### config.mk
export PLATFORM = sky130hd
export DESIGN_NAME = led_breath_pwm
export DESIGN_NICKNAME = d
export VERILOG_FILES = /design/src/rtl/lpwm_pkg.sv /design/src/rtl/lpwm_counter.sv /design/src/rtl/lpwm_regs.sv /design/src/rtl/lpwm_ramp.sv /design/src/rtl/led_breath_pwm.sv
export SDC_FILE = /design/constraint.sdc
export NUM_CORES = 1
export LEC_CHECK = 0
export BUFFER_PORTS_ARGS = -buffer_cell sky130_fd_sc_hd__buf_2
export CAP_MARGIN = 5
export CORE_MARGIN = 5
export CORE_UTILIZATION = 55
export DETAILED_ROUTE_END_ITERATION = 8
export PLACE_DENSITY = 0.77
export RECOVER_POWER = 50
export SYNTH_ARGS = -nofsm -noshare
export SYNTH_HDL_FRONTEND = slang
export SYNTH_SLANG_ARGS = --single-unit
### constraint.sdc
create_clock -name clk -period 4.9 [get_ports clk]
set_input_delay 0.245 -clock clk [delete_from_list [all_inputs] [get_ports clk]]
set_output_delay 0.245 -clock clk [all_outputs]
set_load 0.01 [all_outputs]
### src/rtl/lpwm_pkg.sv
package lpwm_pkg;

  localparam int unsigned LPWM_FW = 8;

  typedef enum logic [1:0] {
    MODE_OFF    = 2'd0,
    MODE_ON     = 2'd1,
    MODE_PWM    = 2'd2,
    MODE_BREATH = 2'd3
  } mode_e;

  typedef enum logic [1:0] {
    RMP_LOW  = 2'd0,
    RMP_RISE = 2'd1,
    RMP_HIGH = 2'd2,
    RMP_FALL = 2'd3
  } ramp_e;

  typedef struct packed {
    logic [LPWM_FW-1:0] hi;
    logic [LPWM_FW-1:0] lo;
  } pair_t;

  // Word indices of the register file.
  localparam int unsigned IDX_CFG = 0;
  localparam int unsigned IDX_LIM = 1;
  localparam int unsigned NUM_SHADOW = 4;

  // Configuration register layout.
  localparam int unsigned CFG_UPD_BIT  = 6;
  localparam int unsigned CFG_SOFT_BIT = 7;
  localparam int unsigned CFG_ASYM_BIT = 16;
  localparam logic [31:0] CFG_RW_MASK  = 32'h0001_FF4F;
  localparam logic [31:0] CFG_DEFAULT  = 32'h0000_1400;

endpackage

### src/rtl/lpwm_counter.sv
module lpwm_counter
  import lpwm_pkg::*;
#(
  parameter int unsigned CW = LPWM_FW
) (
  input  logic          clk,
  input  logic          rst_n,
  input  logic          clr,
  input  logic          tick,
  input  logic [1:0]    res,
  output logic [CW-1:0] cnt,
  output logic          period_end
);

  localparam logic [CW-1:0] TOP = {CW{1'b1}};

  logic [CW-1:0] wrap;
  logic [CW-1:0] cnt_d;

  always_comb begin
    unique case (res)
      2'd1:    wrap = TOP - CW'(1);
      2'd2:    wrap = TOP - CW'(3);
      default: wrap = TOP;
    endcase
  end

  // At-or-above, so a resolution drop with the count past the new top still wraps.
  assign period_end = tick && (cnt >= wrap);

  always_comb begin
    cnt_d = cnt;
    if (clr) begin
      cnt_d = '0;
    end else if (tick) begin
      cnt_d = period_end ? '0 : cnt + CW'(1);
    end
  end

  always_ff @(posedge clk or negedge rst_n) begin
    if (!rst_n) cnt <= '0;
    else        cnt <= cnt_d;
  end

  p_wrap_r1: assert property (@(posedge clk) disable iff (!rst_n)
    (tick && !clr && cnt >= wrap) |=> (cnt == '0));

  p_hold_r1: assert property (@(posedge clk) disable iff (!rst_n)
    (!tick && !clr) |=> $stable(cnt));

endmodule

### src/rtl/lpwm_regs.sv
module lpwm_regs
  import lpwm_pkg::*;
#(
  parameter int unsigned AW = 3
) (
  input  logic          clk,
  input  logic          rst_n,
  input  logic          bus_wr,
  input  logic [AW-1:0] bus_addr,
  input  logic [3:0]    bus_be,
  input  logic [31:0]   bus_wdata,
  output logic [31:0]   bus_rdata,
  input  logic          period_end,
  output logic          soft_rst,
  output mode_e         mode,
  output logic [1:0]    res,
  output logic          asym,
  output pair_t         lim_op,
  output pair_t         dly_op,
  output pair_t         stp_op,
  output pair_t         ivl_op
);

  localparam int unsigned PW = 2 * LPWM_FW;

  logic [31:0] wmask;
  logic        hit_cfg;
  logic [31:0] cfg_q, cfg_d;
  logic [PW-1:0] sh_all [NUM_SHADOW];
  logic [PW-1:0] op_all [NUM_SHADOW];

  for (genvar b = 0; b < 4; b++) begin : g_lane
    assign wmask[8*b +: 8] = {8{bus_be[b]}};
  end

  assign hit_cfg  = bus_wr && (bus_addr == AW'(IDX_CFG));
  assign soft_rst = hit_cfg && bus_be[0] && bus_wdata[CFG_SOFT_BIT];

  // Configuration: hardware clears the commit bit after a copy; a write wins.
  always_comb begin
    cfg_d = cfg_q;
    if (period_end && cfg_q[CFG_UPD_BIT]) cfg_d[CFG_UPD_BIT] = 1'b0;
    if (hit_cfg) cfg_d = ((cfg_d & ~wmask) | (bus_wdata & wmask)) & CFG_RW_MASK;
    if (soft_rst) cfg_d = CFG_DEFAULT;
  end

  always_ff @(posedge clk or negedge rst_n) begin
    if (!rst_n) cfg_q <= CFG_DEFAULT;
    else        cfg_q <= cfg_d;
  end

  // Holding / operating pairs. Entry 0 (limits) copies every period,
  // the rest only under the commit bit.
  for (genvar k = 0; k < NUM_SHADOW; k++) begin : g_shadow
    localparam bit COPY_ALWAYS = (k == 0);
    logic          hit;
    logic          copy;
    logic [PW-1:0] sh_q, sh_d, op_q, op_d;

    assign hit  = bus_wr && (bus_addr == AW'(k + 1));
    assign copy = period_end && (COPY_ALWAYS || cfg_q[CFG_UPD_BIT]);

    always_comb begin
      sh_d = sh_q;
      op_d = op_q;
      if (copy) op_d = sh_q;
      if (hit)  sh_d = (sh_q & ~wmask[PW-1:0]) | (bus_wdata[PW-1:0] & wmask[PW-1:0]);
      if (soft_rst) begin
        sh_d = '0;
        op_d = '0;
      end
    end

    always_ff @(posedge clk or negedge rst_n) begin
      if (!rst_n) begin
        sh_q <= '0;
        op_q <= '0;
      end else begin
        sh_q <= sh_d;
        op_q <= op_d;
      end
    end

    assign sh_all[k] = sh_q;
    assign op_all[k] = op_q;
  end

  always_comb begin
    bus_rdata = '0;
    if (bus_addr == AW'(IDX_CFG)) bus_rdata = cfg_q;
    for (int k = 0; k < NUM_SHADOW; k++) begin
      if (bus_addr == AW'(k + 1)) bus_rdata = {{(32-PW){1'b0}}, sh_all[k]};
    end
  end

  assign mode   = mode_e'(cfg_q[1:0]);
  assign res    = cfg_q[3:2];
  assign asym   = cfg_q[CFG_ASYM_BIT];
  assign lim_op = pair_t'(op_all[IDX_LIM-1]);
  assign dly_op = pair_t'(op_all[1]);
  assign stp_op = pair_t'(op_all[2]);
  assign ivl_op = pair_t'(op_all[3]);

  p_lim_hold_r3: assert property (@(posedge clk) disable iff (!rst_n)
    (!period_end && !soft_rst) |=> $stable(op_all[0]));

  p_gate_r4: assert property (@(posedge clk) disable iff (!rst_n)
    (!(period_end && cfg_q[CFG_UPD_BIT]) && !soft_rst) |=> $stable(op_all[2]));

  p_commit_clear_r4: assert property (@(posedge clk) disable iff (!rst_n)
    (period_end && cfg_q[CFG_UPD_BIT] && !hit_cfg) |=> !cfg_q[CFG_UPD_BIT]);

  p_soft_r6: assert property (@(posedge clk) disable iff (!rst_n)
    soft_rst |=> (cfg_q == CFG_DEFAULT && op_all[0] == '0));

endmodule

### src/rtl/lpwm_ramp.sv
module lpwm_ramp
  import lpwm_pkg::*;
(
  input  logic               clk,
  input  logic               rst_n,
  input  logic               clr,
  input  logic               active,
  input  logic               period_end,
  input  logic               asym,
  input  pair_t              lim,
  input  pair_t              dly,
  input  pair_t              stp,
  input  pair_t              ivl,
  output logic [LPWM_FW-1:0] duty
);

  localparam int unsigned FW = LPWM_FW;

  ramp_e         state_q, state_d;
  logic [FW-1:0] duty_q, duty_d;
  logic [FW-1:0] wait_q, wait_d;
  logic [FW-1:0] step_up, step_dn, ivl_up, ivl_dn;
  logic [FW:0]   sum_up, floor_dn;

  assign step_up  = stp.lo;
  assign ivl_up   = ivl.lo;
  assign step_dn  = asym ? stp.hi : stp.lo;
  assign ivl_dn   = asym ? ivl.hi : ivl.lo;
  assign sum_up   = {1'b0, duty_q} + {1'b0, step_up};
  assign floor_dn = {1'b0, lim.lo} + {1'b0, step_dn};

  always_comb begin
    state_d = state_q;
    duty_d  = duty_q;
    wait_d  = wait_q;
    if (clr) begin
      state_d = RMP_LOW;
      duty_d  = '0;
      wait_d  = '0;
    end else if (!active) begin
      state_d = RMP_LOW;
      duty_d  = lim.lo;
      wait_d  = '0;
    end else if (period_end) begin
      unique case (state_q)
        RMP_LOW: begin
          if (wait_q >= dly.lo) begin
            state_d = RMP_RISE;
            wait_d  = '0;
          end else begin
            wait_d = wait_q + FW'(1);
          end
        end
        RMP_RISE: begin
          if (wait_q >= ivl_up) begin
            wait_d = '0;
            if (sum_up >= {1'b0, lim.hi}) begin
              duty_d  = lim.hi;
              state_d = RMP_HIGH;
            end else begin
              duty_d = sum_up[FW-1:0];
            end
          end else begin
            wait_d = wait_q + FW'(1);
          end
        end
        RMP_HIGH: begin
          if (wait_q >= dly.hi) begin
            state_d = RMP_FALL;
            wait_d  = '0;
          end else begin
            wait_d = wait_q + FW'(1);
          end
        end
        default: begin
          if (wait_q >= ivl_dn) begin
            wait_d = '0;
            if ({1'b0, duty_q} <= floor_dn) begin
              duty_d  = lim.lo;
              state_d = RMP_LOW;
            end else begin
              duty_d = duty_q - step_dn;
            end
          end else begin
            wait_d = wait_q + FW'(1);
          end
        end
      endcase
    end
  end

  always_ff @(posedge clk or negedge rst_n) begin
    if (!rst_n) begin
      state_q <= RMP_LOW;
      duty_q  <= '0;
      wait_q  <= '0;
    end else begin
      state_q <= state_d;
      duty_q  <= duty_d;
      wait_q  <= wait_d;
    end
  end

  assign duty = duty_q;

  p_idle_duty_r9: assert property (@(posedge clk) disable iff (!rst_n)
    (!active && !clr) |=> (duty == $past(lim.lo)));

  p_duty_stable_r9: assert property (@(posedge clk) disable iff (!rst_n)
    (active && !period_end && !clr) |=> $stable(duty));

endmodule

### src/rtl/led_breath_pwm.sv
module led_breath_pwm
  import lpwm_pkg::*;
#(
  parameter int unsigned AW = 3
) (
  input  logic          clk,
  input  logic          rst_n,
  input  logic          pwm_tick,
  input  logic          bus_wr,
  input  logic [AW-1:0] bus_addr,
  input  logic [3:0]    bus_be,
  input  logic [31:0]   bus_wdata,
  output logic [31:0]   bus_rdata,
  output logic          led_out
);

  logic [1:0]         rst_pipe;
  logic               rst_core;
  logic               soft_rst;
  logic               period_end;
  logic [LPWM_FW-1:0] cnt;
  logic [LPWM_FW-1:0] duty;
  logic [1:0]         res;
  logic               asym;
  mode_e              mode;
  pair_t              lim_op, dly_op, stp_op, ivl_op;

  // Asynchronous assertion, synchronous release.
  always_ff @(posedge clk or negedge rst_n) begin
    if (!rst_n) rst_pipe <= '0;
    else        rst_pipe <= {rst_pipe[0], 1'b1};
  end
  assign rst_core = rst_pipe[1];

  lpwm_regs #(.AW(AW)) i_regs (
    .clk        (clk),
    .rst_n      (rst_core),
    .bus_wr     (bus_wr),
    .bus_addr   (bus_addr),
    .bus_be     (bus_be),
    .bus_wdata  (bus_wdata),
    .bus_rdata  (bus_rdata),
    .period_end (period_end),
    .soft_rst   (soft_rst),
    .mode       (mode),
    .res        (res),
    .asym       (asym),
    .lim_op     (lim_op),
    .dly_op     (dly_op),
    .stp_op     (stp_op),
    .ivl_op     (ivl_op)
  );

  lpwm_counter #(.CW(LPWM_FW)) i_counter (
    .clk        (clk),
    .rst_n      (rst_core),
    .clr        (soft_rst),
    .tick       (pwm_tick),
    .res        (res),
    .cnt        (cnt),
    .period_end (period_end)
  );

  lpwm_ramp i_ramp (
    .clk        (clk),
    .rst_n      (rst_core),
    .clr        (soft_rst),
    .active     (mode == MODE_BREATH),
    .period_end (period_end),
    .asym       (asym),
    .lim        (lim_op),
    .dly        (dly_op),
    .stp        (stp_op),
    .ivl        (ivl_op),
    .duty       (duty)
  );

  always_comb begin
    unique case (mode)
      MODE_OFF: led_out = 1'b0;
      MODE_ON:  led_out = 1'b1;
      MODE_PWM: led_out = (cnt < lim_op.lo);
      default:  led_out = (cnt < duty);
    endcase
  end

  p_on_r2: assert property (@(posedge clk) disable iff (!rst_core)
    (bus_wr && bus_addr == AW'(IDX_CFG) && bus_be[0] &&
     bus_wdata[1:0] == 2'b01 && !bus_wdata[CFG_SOFT_BIT]) |=> led_out);

endmodule

======== Word level (Yosys, flattened, before mapping) ========
Index checks and enable logic that the tools add are counted.
storage, ports and cells
  output and inout bits ................... 33
  bits of input ports ..................... 43
  register bits after elaboration ......... 188
  word-level logic and storage cells ...... 143
cells by class
  bitwise logic cells ..................... 14
  equal/unequal tests ..................... 20
  $add $sub $neg .......................... 5
  $lt $le $gt $ge ......................... 9
  reduce and logical (&&, ||, !) cells .... 23
  multiplexer cells ....................... 57
operator list
  operator               number
  $mux W16               16
  $mux W32               7
  $mux W8                19
  $and A16 B16 Y16       5
  $or A16 B16 Y16        4
  $ge A8 B8 Y1           5
  $and A17 B17 Y17       2
  $pmux W8 S3            1
  $ne A4 B4 Y1 const B   5
  $add A8 B8 Y9          2
  $mux W2                9
  $not A17 Y17           1
  $or A17 B17 Y17        1
  $add A8 B1 Y8 const B  2
  $lt A8 B8 Y1           2
  $not A16 Y16           1
  $pmux W8 S2            1
  $reduce_bool A2 Y1     8
  $ne A6 B6 Y1 const B   2
  $ge A9 B8 Y1           1
  $le A8 B9 Y1           1
  $logic_and A1 B1 Y1    9
  $eq A2 B2 Y1 const B   4
  $sub A8 B8 Y8          1
  other kinds (14)       19

======== Logic depth before layout (Yosys ltp) ========
  word-level depth ........................ 10
  gate-level depth with buffers ........... 18
  depth with buffers taken out ............ 17

======== Cells and area by module ========
From an unflattened synthesis, not the netlist that was laid out.
unflattened totals
  cells, all modules ...................... 1223
  area total of the unflattened synthesis .. 11262.1 µm²
by module, submodules not included
  module          cells an instance  area an instance (µm²)  instances
  lpwm_regs       701                6754.0                  1
  lpwm_ramp       414                3559.7                  1
  lpwm_counter    55                 514.2                   1
  led_breath_pwm  53                 434.2                   1

======== Worst setup path before layout ========
No wires, ideal clock.
  path type ............................... flip-flop to flip-flop
  start point ............................. reg i_regs.cfg_q[16]
  end point ............................... reg i_ramp.duty_q[1], in the netlist i_ramp.duty[1]
  slack ................................... 836 ps
  path buffers ............................ 1
  arrival time ............................ 3930 ps
  setup time .............................. 134 ps
  stages on the path, launching flop included .. 18
  path through ............................ dfrtp_1 -> buf_2 -> mux2_2 -> ha_1 -> fa_1 -> a211oi_2 -> nor2_1 -> o21ai_0 -> nand2b_1 -> xnor2_1 -> ha_1 -> a2111oi_0 -> o21ai_0 -> o22ai_1 -> a311oi_4 -> and4_2 -> a222oi_1 -> o21ai_1
between the ends
  cells in the longest elaborated chain, start to end .. 9
  elaborated cells on any way between the ends .. 14
  classes of those cells .................. add/sub: 2; order compare: 2; eq/ne: 1; mux: 8; reduce/logical: 1
ends and longest elaborated chain
  what                      RTL line         text
  start: declaration        lpwm_regs.sv:28  logic [31:0] cfg_q, cfg_d;
  start signal: assignment  lpwm_regs.sv:49  else cfg_q <= cfg_d;
  $mux W8                   lpwm_ramp.sv:27  assign step_dn = asym ? stp.hi : stp.lo;
  $add A8 B8 Y9             lpwm_ramp.sv:30  assign floor_dn = {1'b0, lim.lo} + {1'b0, step_dn};
  $le A8 B9 Y1              lpwm_ramp.sv:78  if ({1'b0, duty_q} <= floor_dn) begin
  $mux W8                   lpwm_ramp.sv:78
  $mux W8                   lpwm_ramp.sv:76  if (wait_q >= ivl_dn) begin
  $pmux W8 S2               lpwm_ramp.sv:45  unique case (state_q)
  $mux W8                   lpwm_ramp.sv:44  end else if (period_end) begin
  $mux W8                   lpwm_ramp.sv:40  end else if (!active) begin
  $mux W8                   lpwm_ramp.sv:36  if (clr) begin
  end signal: assignment    lpwm_ramp.sv:99  duty_q <= duty_d;
  end: declaration          lpwm_ramp.sv:20  logic [FW-1:0] duty_q, duty_d;
Parallel ways exist; a longest one is shown, timed or not. The select of a mux whose other input is x is not followed.
A chain may end at the register's enable or synchronous reset.

======== Worst setup path in the final report ========
Ends and elaborated chain as after synthesis.

==> run_summary.xml <==
<?xml version="1.0" encoding="UTF-8"?>
<metrics>
  <group name="yosys">
    <metric name="synth_common_cells" unit="">sky130_fd_sc_hd__nand2_1 (205), sky130_fd_sc_hd__dfrtp_1 (168), sky130_fd_sc_hd__a21oi_1 (110)</metric>
    <metric name="synthAdderAreaFrac" unit="%">11.68</metric>
    <metric name="ys.flop_type" unit="">sky130_fd_sc_hd__dfrtp_1</metric>
    <metric name="yosys.area.top_type" unit="">sky130_fd_sc_hd__dfrtp_1</metric>
    <metric name="ys_seq_elements" unit="">170</metric>
    <metric name="postSynthAreaPerCell" unit="sq um">9.112</metric>
    <metric name="synth-xor-area-share" unit="%">2.033</metric>
    <metric name="synthSimpleGateAreaFrac" unit="%">15.53</metric>
    <metric name="share_of_synthesized_registers_carrying_an_async_set_or_reset" unit="%">100.0</metric>
    <metric name="synth_cell_types" unit="">68</metric>
    <metric name="synth_seq_area_share" unit="%">40.20</metric>
    <metric name="syn_inst" unit="">1162</metric>
    <metric name="post-synth-top-count-cell" unit="">sky130_fd_sc_hd__nand2_1</metric>
    <metric name="synth_top_area_share" unit="%">39.71</metric>
    <metric name="share_of_the_synthesized_area_in_compound_gates_ao_oa_aoi_oai" unit="%">16.41</metric>
    <metric name="synth_edf_count" unit="">0</metric>
    <metric name="synth_mux_area_share" unit="%">8.296</metric>
    <metric name="ys_warns" unit="">0</metric>
    <metric name="synth_top_cells_by_area" unit="">sky130_fd_sc_hd__dfrtp_1 (40%), sky130_fd_sc_hd__ha_1 (11%), sky130_fd_sc_hd__nand2_1 (7.3%), sky130_fd_sc_hd__a21oi_1 (5.2%), sky130_fd_sc_hd__mux2i_1 (5.1%)</metric>
    <metric name="mappedNetlistArea" unit="sq um">10590</metric>
    <metric name="largest_family_of_logic_cells_by_synthesized_area" unit="">compound AO/OA/AOI/OAI gates</metric>
  </group>
  <group name="worst_setup_path">
    <metric name="critPathArrivalTime" unit="ns">4.78</metric>
    <metric name="crit_path_start_kind" unit="">flop</metric>
    <metric name="regToRegStartpoint" unit="">i_regs.cfg_q[16]</metric>
    <metric name="critical_path.startpoint" unit="">i_regs.cfg_q[16]</metric>
    <metric name="end_kind" unit="">flop</metric>
    <metric name="type_of_the_worst_setup_path" unit="">reg2reg</metric>
    <metric name="timing.critical_path.required" unit="ns">5.25</metric>
    <metric name="crit_fanout" unit="">6</metric>
  </group>
  <group name="clocking">
    <metric name="cts.clk_slew.worst_paths" unit="ns">0.07</metric>
    <metric name="tritoncts" unit="">done</metric>
    <metric name="clock_path_buffers" unit="">2</metric>
    <metric name="insertion_delay" unit="ns">0.43</metric>
    <metric name="cts.repair_timing.setup_buffer_count" unit="">0</metric>
    <metric name="cts_made_buffers" unit="">17</metric>
    <metric name="cts-resized-gates" unit="">0</metric>
    <metric name="htreeDepth" unit="">4</metric>
    <metric name="root_buffer" unit="">sky130_fd_sc_hd__clkbuf_16</metric>
    <metric name="clock_sink_count" unit="">170</metric>
  </group>
  <group name="pwr">
    <metric name="power.leakage" unit="nW">5.316</metric>
    <metric name="p_comb_share" unit="%">14.5</metric>
    <metric name="power_frac_seq" unit="%">48.0</metric>
    <metric name="clock_power_share" unit="%">37.5</metric>
    <metric name="power_report.internal_total" unit="mW">2.532</metric>
    <metric name="p_sw_share" unit="%">29.59</metric>
    <metric name="power_per_cell_area" unit="nW/um^2">311.0</metric>
    <metric name="ir_worst_vdd" unit="V">0.0002668</metric>
    <metric name="p_sw" unit="mW">1.064</metric>
  </group>
  <group name="floorplanning">
    <metric name="std_cell_rows" unit="">50</metric>
    <metric name="design.die.area" unit="sq um">22130</metric>
    <metric name="die_width" unit="um">148.7</metric>
    <metric name="num_io_pins" unit="">76</metric>
    <metric name="die-height" unit="um">148.7</metric>
    <metric name="design.core.area" unit="sq um">18830</metric>
    <metric name="start_util" unit="%">56.23</metric>
  </group>
  <group name="sta">
    <metric name="final.min_clock_period" unit="ns">4.432</metric>
    <metric name="max_clock_freq" unit="GHz">0.2256</metric>
    <metric name="timing.hold.ws" unit="ns">0.1016</metric>
    <metric name="worst_clock_skew" unit="ns">0.01166</metric>
    <metric name="finalSetupViolations" unit="">0</metric>
    <metric name="timing_max_transition_violations_final" unit="">196</metric>
    <metric name="timing_worst_slew_pin_value" unit="ns">3.747</metric>
    <metric name="report.final.hold_viol_count" unit="">0</metric>
    <metric name="finalSetupTns" unit="ns">0</metric>
    <metric name="final_min_period_over_clock_period" unit="%">90.45</metric>
    <metric name="max_slew_margin" unit="%">-149.8</metric>
    <metric name="setup_repair_after_global_routing_missed_its_margin" unit="">no</metric>
  </group>
  <group name="job">
    <metric name="max_cap_violations" unit="">2</metric>
  </group>
  <group name="placed_design">
    <metric name="place_area" unit="sq um">10980</metric>
    <metric name="placement.io_buffers" unit="">44</metric>
    <metric name="place.detailed.hpwl" unit="um">20220</metric>
    <metric name="gp_routability_congestion" unit="">0.9582</metric>
  </group>
  <group name="global_route">
    <metric name="initial_antenna_violation_count" unit="">0</metric>
    <metric name="grt_max_degree" unit="">169</metric>
    <metric name="total_gr_overflow" unit="">0</metric>
    <metric name="vias_in_the_first_global_route" unit="">8339</metric>
    <metric name="grt_first_pass_wirelength" unit="um">44800</metric>
    <metric name="global_route_usage_over_all_layers" unit="%">25.67</metric>
  </group>
  <group name="finish">
    <metric name="finish.instance_area" unit="sq um">11570</metric>
    <metric name="layout-area-overhead-vs-synth" unit="%">9.241</metric>
    <metric name="finalNetCount" unit="">1326</metric>
    <metric name="layout-drive-gt1-share" unit="%">9.842</metric>
    <metric name="final_antenna_diode_count" unit="">0</metric>
  </group>
  <group name="route">
    <metric name="firstDrtPassIters" unit="">5</metric>
    <metric name="finalWirelength" unit="um">27940</metric>
    <metric name="drc" unit="">0</metric>
    <metric name="routed_via_density" unit="">5.984</metric>
    <metric name="ant_nets" unit="">0</metric>
    <metric name="first_iter_violations" unit="">945</metric>
    <metric name="vias" unit="">8730</metric>
    <metric name="wl_per_cell" unit="um">19.15</metric>
  </group>
  <group name="status">
    <metric name="run_status" unit="">finished, violations left</metric>
    <metric name="violations" unit="">capacitance limit, slew limit</metric>
  </group>
  <group name="worst_hold_path">
    <metric name="hold_path.class" unit="">in2reg</metric>
    <metric name="holdCritStartpoint" unit="">bus_wdata[12]</metric>
  </group>
</metrics>
## kinds of logic after synthesis
group,count (synthesis)
simple gates,380
compound gates,273
flops,170
buf+inv,146
fa+ha+maj,97
mux,71
xor+xnor,23
other cells,2
## worst paths after layout
check | end | slack [ns] | depth (start not counted)
worst min-delay path | i_regs.cfg_q[12] | 0.10 | 3
max in group asynchronous | i_ramp.duty[4] | 0.99 | 1
min in group asynchronous | rst_pipe[1] | 0.12 | 2
worst min register to register | rst_pipe[1] | 0.35 | 0
worst max-delay path | i_ramp.duty[1] | 0.47 | 16
worst max register to register | i_ramp.duty[1] | 0.47 | 16
## per-stage QoR
step / setup WS [ns] / power [mW] / utilization (%) / cells
finish: 0.4679 / 3.597 / 61.42 / 1459
floorplan: 0.8360 / 2.081 / - / 1176
global route: 0.05345 / 3.762 / 61.42 / 1459
global placement: 0.5892 / 2.244 / 58.31 / 1426
CTS: 0.4914 / 3.608 / 61.52 / 1459
detailed placement: 0.5273 / 2.262 / 58.31 / 1426
## layout make-up
type                            count  area [sq um]
Timing Repair Buffer               55         300.3
Fill cell                        1588          7264
Tap cell                          260         325.3
Sequential cell                   170          4260
Inverter                           82         307.8
Clock buffer                       18         439.2
Clock inverter                     14         153.9
Multi-Input combinational cell    860          5779
## per-layer routing
layer / up-vias / GRT usage, % / routed length [um]
li1: 4097 / - / -
met1: 4219 / 36.76 / 12360
met2: 372 / 40.44 / 12980
met3: 42 / 4.831 / 2061
met4: 0 / 7.002 / 545
met5: - / 0 / 0
## repair_timing
action,in CTS,in global routing
setup endpoints to repair,0,0
hold buffers,1,0
endpoints found under the hold margin,2,0
## critical path, cell delays in order, from the launching register on
cell and delay (ns):
sky130_fd_sc_hd__dfrtp_1 0.46, sky130_fd_sc_hd__mux2_2 0.38, sky130_fd_sc_hd__ha_1 0.23, sky130_fd_sc_hd__fa_1 0.47
sky130_fd_sc_hd__a211oi_2 0.25, sky130_fd_sc_hd__nor2_1 0.08, sky130_fd_sc_hd__o21ai_0 0.15, sky130_fd_sc_hd__nand2b_1 0.08
sky130_fd_sc_hd__xnor2_1 0.13, sky130_fd_sc_hd__ha_1 0.32, sky130_fd_sc_hd__a2111oi_0 0.37, sky130_fd_sc_hd__o21ai_0 0.16
sky130_fd_sc_hd__o22ai_1 0.29, sky130_fd_sc_hd__a311oi_4 0.11, sky130_fd_sc_hd__o41ai_2 0.59, sky130_fd_sc_hd__a222oi_1 0.17
sky130_fd_sc_hd__o21ai_1 0.11
## power groups by stage
stage / clock network [mW] / registers (mW) / logic, mW
after global routing: 1.43 / 1.75 / 0.588
after floorplan: 0 / 1.70 / 0.383
after detailed placement: 0 / 1.74 / 0.517
final: 1.35 / 1.73 / 0.521
after CTS: 1.37 / 1.72 / 0.522
after global placement: 0 / 1.74 / 0.501
## state kept, by name, indices dropped and copies added (netlist names), 14 cells and up
| name | flops |
|---|---|
| i_regs.lim_op | 16 |
| i_regs.stp_op | 16 |
| i_regs.ivl_op | 16 |
| i_regs.cfg_q | 14 |
| i_regs.dly_op | 16 |
| i_regs.g_shadow.sh_q | 64 |
## placed cells by master, fill, tap and decap left out, types with 5 or more instances in the layout
master	Yosys	final
sky130_fd_sc_hd__a22o_1	31	31
sky130_fd_sc_hd__xnor2_1	13	13
sky130_fd_sc_hd__a222oi_1	5	5
sky130_fd_sc_hd__o21ai_0	60	60
sky130_fd_sc_hd__dfrtp_1	168	167
sky130_fd_sc_hd__a21oi_1	110	110
sky130_fd_sc_hd__o21a_1	6	6
sky130_fd_sc_hd__nor2_1	75	74
sky130_fd_sc_hd__a21o_1	10	10
sky130_fd_sc_hd__inv_1	82	82
sky130_fd_sc_hd__mux2i_1	54	54
sky130_fd_sc_hd__xor2_1	9	9
sky130_fd_sc_hd__buf_2	6	43
sky130_fd_sc_hd__a22oi_1	5	5
sky130_fd_sc_hd__ha_1	94	94
sky130_fd_sc_hd__nand4_1	8	8
sky130_fd_sc_hd__buf_4	15	9
sky130_fd_sc_hd__nor2b_1	6	6
sky130_fd_sc_hd__o2111ai_1	6	6
sky130_fd_sc_hd__mux4_2	13	13
sky130_fd_sc_hd__nand2_1	205	205
sky130_fd_sc_hd__a211oi_1	6	6
sky130_fd_sc_hd__clkbuf_16	0	17
sky130_fd_sc_hd__conb_1	2	16
sky130_fd_sc_hd__and3_1	5	5
sky130_fd_sc_hd__nand3_1	34	34
sky130_fd_sc_hd__nor3_1	13	13
sky130_fd_sc_hd__nand2b_1	11	11
Note: power is estimated with default switching activity, not from simulation.
